**src/rtl/spi_regport_pkg.sv**
```systemverilog
package spi_regport_pkg;
  // Transaction phase after chip enable goes active
  typedef enum logic [1:0] {
    PH_CMD   = 2'd0,
    PH_WRITE = 2'd1,
    PH_READ  = 2'd2
  } phase_e;
endpackage

```
**src/rtl/spi_regport_sync.sv**
```systemverilog
// Multi-stage synchronizer for a vector of independent asynchronous inputs.
module spi_regport_sync #(
  parameter int N      = 3,
  parameter int STAGES = 2
) (
  input  logic         clk,
  input  logic         rst_n,
  input  logic [N-1:0] async_i,
  output logic [N-1:0] sync_o
);
  for (genvar b = 0; b < N; b++) begin : g_bit
    logic [STAGES-1:0] chain_q;
    logic [STAGES-1:0] chain_n;

    always_comb begin
      chain_n = {chain_q[STAGES-2:0], async_i[b]};
    end

    always_ff @(posedge clk or negedge rst_n) begin
      if (!rst_n) chain_q <= '0;
      else        chain_q <= chain_n;
    end

    assign sync_o[b] = chain_q[STAGES-1];
  end
endmodule

```
**src/rtl/spi_regport_edge.sv**
```systemverilog
// Chip-enable framing, polarity capture and serial clock edge classification.
module spi_regport_edge (
  input  logic clk,
  input  logic rst_n,
  input  logic ce_s,
  input  logic sclk_s,
  output logic active_o,
  output logic pol_o,
  output logic launch_o,
  output logic capture_o
);
  logic ce_d, sclk_d, pol_q;
  logic pol_n, ce_rise;

  assign ce_rise  = ce_s & ~ce_d;
  assign active_o = ce_s & ce_d;

  always_comb begin
    pol_n = pol_q;
    if (ce_rise) pol_n = sclk_s;
  end

  always_ff @(posedge clk or negedge rst_n) begin
    if (!rst_n) begin
      ce_d   <= 1'b0;
      sclk_d <= 1'b0;
      pol_q  <= 1'b0;
    end else begin
      ce_d   <= ce_s;
      sclk_d <= sclk_s;
      pol_q  <= pol_n;
    end
  end

  // Leading edge leaves the idle level; trailing edge returns to it.
  assign launch_o  = active_o & (sclk_d == pol_q) & (sclk_s != pol_q);
  assign capture_o = active_o & (sclk_d != pol_q) & (sclk_s == pol_q);
  assign pol_o     = pol_q;
endmodule

```
**src/rtl/spi_regport_shift.sv**
```systemverilog
// Receive shifter with bit counter, and transmit shifter for MISO.
module spi_regport_shift #(
  parameter int W = 8
) (
  input  logic         clk,
  input  logic         rst_n,
  input  logic         clear_i,
  input  logic         capture_i,
  input  logic         launch_i,
  input  logic         mosi_i,
  input  logic         load_i,
  input  logic [W-1:0] load_data_i,
  output logic         byte_done_o,
  output logic [W-1:0] rx_byte_o,
  output logic         miso_o
);
  localparam int CNT_W = $clog2(W);

  logic [CNT_W-1:0] cnt_q, cnt_n;
  logic [W-1:0]     rx_q, rx_n;
  logic [W-1:0]     tx_q, tx_n;
  logic             miso_q, miso_n;
  logic             last_bit;

  assign last_bit    = (cnt_q == CNT_W'(W - 1));
  assign byte_done_o = capture_i & last_bit & ~clear_i;
  assign rx_byte_o   = {rx_q[W-2:0], mosi_i};

  always_comb begin
    cnt_n  = cnt_q;
    rx_n   = rx_q;
    if (clear_i) begin
      cnt_n = '0;
    end else if (capture_i) begin
      rx_n  = {rx_q[W-2:0], mosi_i};
      cnt_n = last_bit ? '0 : cnt_q + 1'b1;
    end
  end

  always_comb begin
    tx_n   = tx_q;
    miso_n = miso_q;
    if (load_i) begin
      tx_n = load_data_i;
    end else if (launch_i) begin
      miso_n = tx_q[W-1];
      tx_n   = {tx_q[W-2:0], 1'b0};
    end
  end

  always_ff @(posedge clk or negedge rst_n) begin
    if (!rst_n) begin
      cnt_q  <= '0;
      rx_q   <= '0;
      tx_q   <= '0;
      miso_q <= 1'b0;
    end else begin
      cnt_q  <= cnt_n;
      rx_q   <= rx_n;
      tx_q   <= tx_n;
      miso_q <= miso_n;
    end
  end

  assign miso_o = miso_q;
endmodule

```
**src/rtl/spi_regport_ctrl.sv**
```systemverilog
// Command decode, burst addressing and register-port strobes.
module spi_regport_ctrl
  import spi_regport_pkg::*;
#(
  parameter int W = 8
) (
  input  logic           clk,
  input  logic           rst_n,
  input  logic           clear_i,
  input  logic           byte_done_i,
  input  logic [W-1:0]   rx_byte_i,
  output logic [W-2:0]   addr_o,
  output logic           wr_o,
  output logic [W-1:0]   wdata_o,
  output logic           rd_o,
  output logic           load_o,
  output logic           oe_o
);
  localparam int AW      = W - 1;
  localparam int DIR_BIT = W - 1;

  phase_e        phase_q, phase_n;
  logic [AW-1:0] addr_q, addr_n;
  logic [W-1:0]  wdata_q, wdata_n;
  logic          wr_q, wr_n;
  logic          rd_q, rd_n;

  always_comb begin
    phase_n = phase_q;
    addr_n  = addr_q;
    wdata_n = wdata_q;
    wr_n    = 1'b0;
    rd_n    = 1'b0;
    // Step past a register once its write strobe has been issued.
    if (wr_q) addr_n = addr_q + 1'b1;
    if (clear_i) begin
      phase_n = PH_CMD;
    end else if (byte_done_i) begin
      unique case (phase_q)
        PH_CMD: begin
          addr_n = rx_byte_i[AW-1:0];
          if (rx_byte_i[DIR_BIT]) begin
            phase_n = PH_WRITE;
          end else begin
            phase_n = PH_READ;
            rd_n    = 1'b1;
          end
        end
        PH_WRITE: begin
          wr_n    = 1'b1;
          wdata_n = rx_byte_i;
        end
        PH_READ: begin
          addr_n = addr_q + 1'b1;
          rd_n   = 1'b1;
        end
        default: phase_n = PH_CMD;
      endcase
    end
  end

  always_ff @(posedge clk or negedge rst_n) begin
    if (!rst_n) begin
      phase_q <= PH_CMD;
      addr_q  <= '0;
      wdata_q <= '0;
      wr_q    <= 1'b0;
      rd_q    <= 1'b0;
    end else begin
      phase_q <= phase_n;
      addr_q  <= addr_n;
      wdata_q <= wdata_n;
      wr_q    <= wr_n;
      rd_q    <= rd_n;
    end
  end

  assign addr_o  = addr_q;
  assign wr_o    = wr_q;
  assign wdata_o = wdata_q;
  assign rd_o    = rd_q;
  // Read data is valid while the fetch strobe is high; take it at that edge.
  assign load_o  = rd_q;
  assign oe_o    = (phase_q == PH_READ) & ~clear_i;
endmodule

```
**src/rtl/spi_regport.sv**
```systemverilog
module spi_regport #(
  parameter int DATA_W      = 8,
  parameter int SYNC_STAGES = 2
) (
  input  logic              clk,
  input  logic              rst_n,
  input  logic              ce_i,
  input  logic              sclk_i,
  input  logic              mosi_i,
  output logic              miso_o,
  output logic              miso_oe_o,
  output logic [DATA_W-2:0] reg_addr_o,
  output logic              reg_wr_o,
  output logic [DATA_W-1:0] reg_wdata_o,
  output logic              reg_rd_o,
  input  logic [DATA_W-1:0] reg_rdata_i
);
  localparam int ADDR_W = DATA_W - 1;

  logic [2:0]        pins_s;
  logic              ce_s, sclk_s, mosi_s;
  logic              active, pol, launch, capture, clear;
  logic              byte_done, load;
  logic [DATA_W-1:0] rx_byte;

  spi_regport_sync #(.N(3), .STAGES(SYNC_STAGES)) u_sync (
    .clk     (clk),
    .rst_n   (rst_n),
    .async_i ({ce_i, sclk_i, mosi_i}),
    .sync_o  (pins_s)
  );

  assign {ce_s, sclk_s, mosi_s} = pins_s;

  spi_regport_edge u_edge (
    .clk       (clk),
    .rst_n     (rst_n),
    .ce_s      (ce_s),
    .sclk_s    (sclk_s),
    .active_o  (active),
    .pol_o     (pol),
    .launch_o  (launch),
    .capture_o (capture)
  );

  assign clear = ~active;

  spi_regport_shift #(.W(DATA_W)) u_shift (
    .clk         (clk),
    .rst_n       (rst_n),
    .clear_i     (clear),
    .capture_i   (capture),
    .launch_i    (launch),
    .mosi_i      (mosi_s),
    .load_i      (load),
    .load_data_i (reg_rdata_i),
    .byte_done_o (byte_done),
    .rx_byte_o   (rx_byte),
    .miso_o      (miso_o)
  );

  spi_regport_ctrl #(.W(DATA_W)) u_ctrl (
    .clk         (clk),
    .rst_n       (rst_n),
    .clear_i     (clear),
    .byte_done_i (byte_done),
    .rx_byte_i   (rx_byte),
    .addr_o      (reg_addr_o),
    .wr_o        (reg_wr_o),
    .wdata_o     (reg_wdata_o),
    .rd_o        (reg_rd_o),
    .load_o      (load),
    .oe_o        (miso_oe_o)
  );
endmodule

```
**config.mk**
```make
export PLATFORM = sky130hd
export DESIGN_NAME = spi_regport
export DESIGN_NICKNAME = d
export VERILOG_FILES = /design/src/rtl/spi_regport_pkg.sv /design/src/rtl/spi_regport_sync.sv /design/src/rtl/spi_regport_edge.sv /design/src/rtl/spi_regport_shift.sv /design/src/rtl/spi_regport_ctrl.sv /design/src/rtl/spi_regport.sv
export SDC_FILE = /design/constraint.sdc
export NUM_CORES = 1
export LEC_CHECK = 0
export BUFFER_PORTS_ARGS = -buffer_cell sky130_fd_sc_hd__clkbuf_2
export CORE_MARGIN = 4
export CORE_UTILIZATION = 24
export DETAILED_ROUTE_END_ITERATION = 6
export PLACE_DENSITY = 0.42
export SLEW_MARGIN = 20
export SYNTH_ARGS = -nofsm -noshare
export SYNTH_HDL_FRONTEND = slang
export SYNTH_SLANG_ARGS = --single-unit
```
**constraint.sdc**
```tcl
create_clock -name clk -period 1.6 [get_ports clk]
set_input_delay 0.08 -clock clk [delete_from_list [all_inputs] [get_ports clk]]
set_output_delay 0.08 -clock clk [all_outputs]
set_load 0.05 [all_outputs]
```
# Word-level counts from Yosys, hierarchy flattened
# Index checks and enable logic that the tools add are counted.
[totals]
wordCells = 65
out_inout_bits = 19
inputBits = 13
register_bits = 47
[classes]
n_eq_ne = 10
n_mux = 20
reduce_logical = 7
n_addsub = 2
bitwise_logic = 11
[ops]
columns = ["operator", "count"]
rows = [
  ["$mux W7", 3],
  ["$mux W8", 2],
  ["$pmux W7 S2", 1],
  ["$and A1 B1 Y1", 9],
  ["$mux W3", 3],
  ["$add A7 B1 Y7 const B", 1],
  ["$mux W1", 6],
  ["$mux W2", 3],
  ["$reduce_and A2 Y1", 3],
  ["$ne A2 B2 Y1 const B", 2],
  ["$pmux W2 S2", 1],
  ["$add A3 B1 Y3 const B", 1],
  ["$eq A3 B3 Y1 const B", 1],
  ["$reduce_and A3 Y1", 1],
  ["$eq A1 B1 Y1", 2],
  ["$eq A2 B1 Y1 const B", 1],
  ["$eq A2 B2 Y1 const B", 1],
  ["$logic_not A2 Y1", 1],
  ["$ne A1 B1 Y1", 2],
  ["$ne A2 B1 Y1 const B", 1],
  ["$not A1 Y1", 2],
  ["$pmux W1 S2", 1],
  ["$reduce_bool A2 Y1", 1],
  ["$reduce_or A2 Y1", 1],
]

# Longest topological paths before layout
# Gate-level depths: netlist of run 1.
[logic_depth]
ltp_word = 7
ltp_mapped = 7
mapped_depth_nobuf = 6

# Modules after synthesis
# A second synthesis of run 1 with hierarchy kept.
[unflattened]
cells_unflattened = 180
hier_area_um2 = 2177.1
[modules_own_cells]
columns = ["mod", "cells_each", "area_per_inst_um2", "seq_area_each_um2", "n_inst"]
rows = [
  ["spi_regport_ctrl", 91, 992.2, 475.5, 1],
  ["spi_regport_shift", 66, 865.8, 475.5, 1],
  ["spi_regport_sync", 9, 172.7, 150.1, 1],
  ["spi_regport_edge", 13, 142.6, 75.1, 1],
  ["spi_regport", 1, 3.8, 0.0, 1],
]

# Worst setup path after synthesis of run 1
# OpenSTA, ideal clock, no wires.
[synth_timing]
path_kind = "register to output"
from = "register u_ctrl.phase_q[0]"
to = "output miso_oe_o"
path_stages_with_launch = 6
required_ns = 1.520
t_arrival_ns = 1.661
n_path_buf = 1
path_slack_ns = -0.141
path_cell_list = "dfrtp_1 -> inv_1 -> ha_1 -> clkbuf_1 -> inv_1 -> nor2_1"
[synth_via]
elab_chain_cells = 2
[synth_lines]
columns = ["item", "line", "source"]
rows = [
  ["from (decl)", "spi_regport_ctrl.sv:22", "phase_e phase_q, phase_n;"],
  ["from (signal assigned)", "spi_regport_ctrl.sv:70", "phase_q <= phase_n;"],
  ["$eq A2 B2 Y1", "spi_regport_ctrl.sv:84", "assign oe_o = (phase_q == PH_READ) & ~clear_i;"],
  ["$and A1 B1 Y1", "spi_regport_ctrl.sv:84", ""],
  ["to (decl)", "spi_regport.sv:11", "output logic miso_oe_o,"],
]
# No other way between the ends.

# Final worst setup path of run 1
[layout_timing]
from = "register u_sync.g_bit[1].chain_q[1]"
to = "register u_ctrl.addr_q[0], in the netlist u_ctrl.addr_o[0]"
[layout_via]
elab_chain_cells = 6
[layout_lines]
columns = ["item", "line", "source"]
rows = [
  ["from (decl)", "spi_regport_sync.sv:12", "logic [STAGES-1:0] chain_q;"],
  ["from (signal assigned)", "spi_regport_sync.sv:21", "else chain_q <= chain_n;"],
  ["$eq A1 B1 Y1", "spi_regport_edge.sv:37", "assign capture_o = active_o & (sclk_d != pol_q) & (sclk_s == pol_q);"],
  ["$and A1 B1 Y1", "spi_regport_edge.sv:37", ""],
  ["$and A1 B1 Y1 (2 in series)", "spi_regport_shift.sv:26", "assign byte_done_o = capture_i & last_bit & ~clear_i;"],
  ["$mux W7", "spi_regport_ctrl.sv:38", "end else if (byte_done_i) begin"],
  ["$mux W7", "spi_regport_ctrl.sv:36", "if (clear_i) begin"],
  ["via u_ctrl.addr_n[0]", "spi_regport_ctrl.sv:23", "logic [AW-1:0] addr_q, addr_n;"],
  ["to (signal assigned)", "spi_regport_ctrl.sv:71", "addr_q <= addr_n;"],
  ["to (decl)", "spi_regport_ctrl.sv:23", ""],
]
# The timed path passes the listed nets, and every way through them passes these cells.
# A chain may end at the register's enable or synchronous reset.

==> flow_summary.yaml, run 1 <==
power_and_ir_drop:
  p_leak_uw: 0.00130
  vdd_drop_max_mv: 0.380
  power.density_nw_per_um2: 910
die:
  die_width_um: 103
  die_area_um2: 10600
  num_io_pins: 32
  initial_core_util_pct: 24.7
  rows: 34
  die_h_um: 103
  core-area_um2: 8760
global_routing:
  grt_pass1_wl_mm: 7.95
  met1_usage_pct: 13.8
  met3_usage_pct: 2.17
  grt_max_degree: 19
  global_route.usage.met2_pct: 14.6
  track_usage_pct: 9.72
  overflow: 0
  antenna_found_initial: 0
  top_usage_layer: "met2"
  grt_pass1_vias: 1590
setup_path:
  path_class: "flop to flop"
  path_cells: "or3b_4, a211oi_4, o32a_1, nand3_1"
  end_kind: "flop"
  start_kind: "flop"
  slowest_delay_ns: 0.47
  crit_fanout: 5
  crit_path_top_delay_cell: "or3b_4"
  worstPathRequired_ns: 1.79
  arrival_ns: 1.80
sta:
  setup_violations: 4
  drv_slew: 0
  min_period_over_period_pct: 101
  worstMarginPinSlew_ns: 0.399
  min_period_ns: 1.62
  setup_ws_ns: -0.0172
  fin_worst_skew_ns: 0.0108
  hold_viol: 0
  relSlewSlack_pct: 73.4
  max_freq_ghz: 0.618
  rsz0062_at_grt: "yes"
place:
  dp_slack_ns: -0.0856
  dp.cells: 336
  gp_congestion: 0.745
  io_buffers: 31
  hpwlAfterDp_mm: 3.50
detailed_routing:
  via_count: 1565
  dr.first_iter.drc_count: 40
  wl_mm: 4.81
  final_antenna_net_count: 0
  firstDrtPassIters: 4
  viasPerCell: 4.38
  drcViolationCount: 0
  routedWlPerCell_um: 13.5
clock_tree:
  cts_made_buffers: 5
  clkLatencyLatePin_ns: 0.30
  numClockSinks: 47
  cts-root-buf: "clkbuf_8"
  clockBufferDepth: 2
  cts.htree.levels: 2
  path_clk_slew_ns: 0.09
  tritoncts: "built"
synthesis:
  seq_area_frac_synth_pct: 54.3
  synth_area_um2: 2170
  synth_top_cell_by_area: "dfrtp_1"
  synth_area_leaders: "dfrtp_1 (54%), mux2_2 (8.3%), mux2i_1 (4.6%), ha_1 (3.5%), nand2_1 (2.4%)"
  postSynthCellCount: 181
  yosysWarnings: 0
  ys_ff_latch: 47
  synth_nets: 200
  synth.distinct_cells: 33
  syn_avg_cell_area_um2: 12.0
  yosysTopAreaCellShare_pct: 54.3
cells_and_area:
  diodes: 0
  instances_no_fill: 357
  n_fill_cell: 899
  drive_gt1_share_pct: 40.2
  final_nets: 267
  area_growth_pct: 37.0
status:
  outcome: "complete, but fails checks"
  violations: "negative setup slack"
run:
  max_cap_viol_count: 0
hold_path:
  min_path_type: "input pin to flop"
==> report_power, final <==
| group | switching [uW] | internal (uW) | total [uW] | leakage (uW) |
|---|---|---|---|---|
| clock | 429 | 471 | 901 | 0.0000548 |
| sequential | 121 | 1320 | 1440 | 0.000594 |
| combinational | 145 | 217 | 362 | 0.000653 |
| total | 695 | 2000 | 2700 | 0.00130 |
==> critical path, delay by kind of cell, from the launching register on <==
| family | cells | cell delay, ns |
|---|---|---|
| simple gates | 2 | 0.53 |
| compound gates | 2 | 0.56 |
| flops | 1 | 0.42 |
==> cells by family after synthesis <==
| family | synth area share [%] |
|---|---|
| and+or+nand+nor | 11.6 |
| adders and majority gates | 3.47 |
| xor gates and xnor gates | 3.24 |
| buffers and inverters | 2.25 |
| AOI/OAI and AO/OA | 11.7 |
| DFF | 54.3 |
| muxes | 13.5 |
==> layout by cell type (no fill, tap or decap), types with 3 or more instances in the layout <==
cell / synthesis / final
inv_1: 6 / 5
mux2i_1: 10 / 10
o22ai_2: 0 / 4
dlygate4sd3_1: 0 / 11
nand2b_1: 3 / 3
mux2_2: 16 / 9
dfrtp_1: 47 / 44
nor2_1: 9 / 8
dfrtp_2: 0 / 3
nand4_1: 4 / 4
ha_1: 6 / 5
mux2_4: 0 / 8
buf_6: 0 / 3
clkbuf_8: 0 / 6
a22oi_1: 4 / 4
nand3_1: 8 / 7
o21ai_0: 10 / 6
xor2_1: 3 / 3
a21oi_4: 2 / 3
xnor2_1: 5 / 5
clkbuf_2: 0 / 30
o21ai_1: 0 / 4
buf_4: 1 / 20
nand2_1: 14 / 14
==> final timing paths <==
check                                      startpoint                         end  slack (ns)  cells after the start
max                        u_sync.g_bit[1].chain_q[1]            u_ctrl.addr_o[0]       -0.02                      4
min                                    reg_rdata_i[0]             u_shift.tx_q[0]        0.02                      3
max reg2reg                u_sync.g_bit[1].chain_q[1]            u_ctrl.addr_o[0]       -0.02                      4
min reg2reg                u_sync.g_bit[2].chain_q[0]  u_sync.g_bit[2].chain_q[1]        0.36                      0
max in group asynchronous                       rst_n             u_shift.tx_q[7]        0.79                      3
min in group asynchronous                       rst_n                 u_ctrl.wr_o        0.22                      2
==> area by class of cell <==
type / instances / area (um^2) / share of cell area, %
flip-flops and latches: 47 / 1180 / 39.8
multi-input cells: 122 / 1040 / 34.9
clock inverters: 3 / 46.3 / 1.56
repair buffers: 66 / 478 / 16.1
clock buffers: 5 / 68.8 / 2.32
inverters: 6 / 22.5 / 0.759
well taps: 108 / 135 / 4.56
==> sequential cells by signal, summed over array words and instances (netlist names) <==
name                  cells
u_edge.ce_d               1
u_ctrl.phase_q            2
u_ctrl.wr_o               1
u_edge.sclk_d             1
u_shift.rx_q              7
u_shift.tx_q              8
u_shift.miso_o            1
u_ctrl.wdata_o            8
u_shift.cnt_q             3
u_ctrl.load_o             1
u_edge.pol_o              1
u_sync.g_bit.chain_q      6
u_ctrl.addr_o             7
==> stage by stage <==
| stage | util, % | power (uW) | hold slack, ns | instance area, um^2 | setup TNS, ns |
|---|---|---|---|---|---|
| 2_1_floorplan | - | 1630 | -0.216 | 2210 | -0.0939 |
| 3_3_place_gp | 30.2 | 1770 | 0.0259 | 2640 | -0.385 |
| 3_5_place_dp | 30.2 | 1770 | 0.0259 | 2640 | -0.915 |
| 4_1_cts | 33.0 | 2710 | 0.00345 | 2890 | -0.225 |
| 5_1_grt | 33.9 | 2860 | 0.0735 | 2970 | -0.976 |
| 6_report | 33.9 | 2700 | 0.0174 | 2970 | -0.0305 |
==> synthesized netlist by cell type <==
| master | instances |
|---|---|
| a211oi_4 | 1 |
| mux2i_1 | 10 |
| o21ai_0 | 10 |
| o22ai_1 | 6 |
| nor4_1 | 2 |
| mux2_2 | 16 |
| dfrtp_1 | 47 |
| a21oi_1 | 2 |
| a311oi_1 | 2 |
| nand2_1 | 14 |
| nor2b_1 | 2 |
| a211o_1 | 1 |
| and2b_1 | 1 |
| nand2b_1 | 3 |
| o32a_1 | 1 |
| a21oi_2 | 1 |
| ha_1 | 6 |
| buf_4 | 1 |
| inv_1 | 6 |
| a22oi_1 | 4 |
| a32o_1 | 2 |
| xnor2_1 | 5 |
| mux2_1 | 1 |
| nor2_1 | 9 |
| a21oi_4 | 2 |
| clkbuf_1 | 5 |
| or3b_4 | 2 |
| a21o_1 | 1 |
| nand3_1 | 8 |
| nand3b_1 | 2 |
| nand2_4 | 1 |
| nand4_1 | 4 |
| xor2_1 | 3 |
==> per-layer routing <==
layer,up-vias,routed length [um]
met1,757,2450
li1,782,-
met4,0,63
met5,-,0
met2,21,2160
met3,5,136
==> repair_timing <==
item | 4_1_cts | 5_1_grt
endpoints found under the setup margin | 23 | 29
setup buffers | 1 | 1
hold buffers | 11 | 0
gates resized for setup | 4 | 17
pin swaps | 3 | 5
endpoints found under the hold margin | 23 | 0
(Power assumes the default switching activity.)
==> run 2, diff against run 1 <==
--- a/config.mk
+++ b/config.mk
@@ -5,11 +5,12 @@
 export SDC_FILE = /design/constraint.sdc
 export NUM_CORES = 1
 export LEC_CHECK = 0
+export ABC_AREA = 1
 export BUFFER_PORTS_ARGS = -buffer_cell sky130_fd_sc_hd__clkbuf_2
 export CORE_MARGIN = 4
 export CORE_UTILIZATION = 24
 export DETAILED_ROUTE_END_ITERATION = 6
-export PLACE_DENSITY = 0.42
+export PLACE_DENSITY = 0.41
 export SLEW_MARGIN = 20
 export SYNTH_ARGS = -nofsm -noshare
 export SYNTH_HDL_FRONTEND = slang
==> run 2 against run 1 <==
The run now ends clean. First-iteration DRC count up 55%. Count of clock-buffer cells in the layout up 1. Die area up 4.4%. Routed wire length up 5.8%. Critical path depth up 2. Register-to-register slack better by 0.24 ns. Critical path type is now flop to primary output.
==> flow_summary.yaml, run 2 <==
power_and_ir_drop:
  total_power_uw: 3100
  power.density_nw_per_um2: 1070
  p_leak_uw: 0.00149
  vdd_drop_max_mv: 0.572
synthesis:
  async_reset_ff_share_pct: 100
  synth-edff-count: 0
  syn_avg_cell_area_um2: 8.60
  synth_top_cell_by_area: "dfrtp_1"
  ys_top_cells_by_count: "nand2_1 (99), dfrtp_1 (47), nand3_1 (30)"
  ys_ff_latch: 47
  postSynthCellCount: 264
  synth_area_leaders: "dfrtp_1 (52%), nand2_1 (16%), nand3_1 (6.6%), inv_1 (3.6%), ha_1 (3.3%)"
  seq_area_frac_synth_pct: 51.8
  yosysWarnings: 0
  yosysTopAreaCellShare_pct: 51.8
  synth.most_common_cell: "nand2_1"
  synth_area_um2: 2270
  synth_ff_type: "dfrtp_1"
  synth_nets: 283
  synth.distinct_cells: 28
detailed_routing:
  dr.first_iter.drc_count: 62
  wl_mm: 5.09
  final_antenna_net_count: 0
  via_count: 1849
  drcViolationCount: 0
  routedWlPerCell_um: 11.4
  firstDrtPassIters: 4
  viasPerCell: 4.13
global_routing:
  antenna_found_initial: 0
  overflow: 0
  grt_max_degree: 25
  track_usage_pct: 10.1
  grt_pass1_wl_mm: 9.08
  grt_pass1_vias: 1883
clock_tree:
  cts_made_buffers: 5
  cts-root-buf: "clkbuf_8"
  tritoncts: "built"
  path_clk_slew_ns: 0.09
  clockBufferDepth: 2
  cts.htree.levels: 2
  numClockSinks: 47
  clkLatencyLatePin_ns: 0.30
place:
  gp_congestion: 0.748
  place_area_um2: 2610
  hpwlAfterDp_mm: 3.74
  io_buffers: 31
sta:
  tns_ns: 0
  min_period_ns: 1.48
  worstMarginPinSlew_ns: 0.449
  drv_slew: 0
  min_period_over_period_pct: 92.2
  rsz0062_at_grt: "no"
  relSlewSlack_pct: 70.1
  hold_viol: 0
  setup_violations: 0
  max_freq_ghz: 0.678
  fin_worst_skew_ns: 0.00447
  hold_slack_ns: 0.310
setup_path:
  r2r_start: "u_shift.cnt_q[0]"
  path_class: "flop to primary output"
  r2r_slack_ns: 0.22
  arrival_ns: 1.40
  worstReg2RegEnd: "u_ctrl.wdata_o[7]"
  end_kind: "primary output"
  worstPathRequired_ns: 1.52
  start_kind: "flop"
  crit_fanout: 5
  reg2reg_depth: 6
cells_and_area:
  final_common_cell: "nand2_1"
  postLayoutCellArea_um2: 2900
  diodes: 0
  layout_common_cells: "nand2_1 (99), dfrtp_1 (46), nand3_1 (30), clkbuf_2 (30), inv_1 (21)"
  drive_gt1_share_pct: 22.3
  area_growth_pct: 27.6
  final_nets: 337
hold_path:
  min_path_type: "input pin to async pin"
run:
  max_cap_viol_count: 0
die:
  die_h_um: 105
  rows: 35
  core-area_um2: 9240
  die_width_um: 105
  num_io_pins: 32
  die_area_um2: 11100
  initial_core_util_pct: 24.6
status:
  outcome: "finished, final reports clean"
run 2: kinds of logic after synthesis:
group | count (synthesis) | synth area share (%)
buf+inv | 28 | 5.02
fa+ha+maj | 6 | 3.31
flops | 47 | 51.8
simple gates | 157 | 32.7
xor+xnor | 3 | 1.16
compound gates | 23 | 5.95
run 2: final cells by class:
class | count | area [um^2]
clock buffer | 6 | 82.6
clock inverter | 2 | 35.0
tap | 129 | 161
timing repair buffer | 50 | 338
multi-input combinational | 189 | 1000
inverter | 25 | 98.8
fill | 1011 | 6340
sequential | 47 | 1180
run 2: through the flow:
step | setup slack (ns) | utilization [%] | cells
floorplan | 0.00843 | - | 264
global placement | 0.163 | 28.3 | 427
detailed placement | 0.0710 | 28.3 | 427
CTS | 0.0193 | 31.1 | 448
global route | 0.00660 | 31.3 | 448
finish | 0.125 | 31.3 | 448
run 2: report_power, final:
group | internal [uW] | switching (uW)
Clock | 506 | 415
Combinational | 270 | 378
Sequential | 1390 | 142
Total | 2160 | 935
run 2: worst max path at each step:
| stage | start | end | slack [ns] | cells past startpoint |
|---|---|---|---|---|
| floorplan | u_ctrl.addr_o[1] | u_ctrl.addr_o[4] | 0.008 | 8 |
| global placement | u_shift.cnt_q[0] | u_ctrl.wdata_o[0] | 0.16 | 7 |
| detailed placement | u_shift.cnt_q[0] | u_ctrl.wdata_o[2] | 0.07 | 7 |
| CTS | u_ctrl.phase_q[0] | miso_oe_o | 0.02 | 6 |
| global route | u_ctrl.addr_o[0] | u_ctrl.addr_o[4] | 0.007 | 8 |
| finish | u_ctrl.phase_q[0] | miso_oe_o | 0.12 | 6 |
run 2: repair_timing:
action / CTS / global route
setup buffers: 1 / 0
hold endpoints to repair: 58 / 0
setup endpoints to repair: 1 / 9
gates resized for setup: 3 / 9
hold buffers: 12 / 0
run 2: worst max-delay path, stage by stage (launching register included):
cell,delay [ns]
dfrtp_1,0.39
inv_2,0.06
ha_2,0.17
inv_1,0.05
buf_4,0.15
nor2_4,0.12
buf_8,0.15
run 2: layer usage:
metal	global-route usage (%)	wire, um	share of wire (%)
met1	13.2	2430	48
met2	16.5	2390	47
met3	2.39	198	3.9
met4	3.09	65	1.3
met5	0	0	0
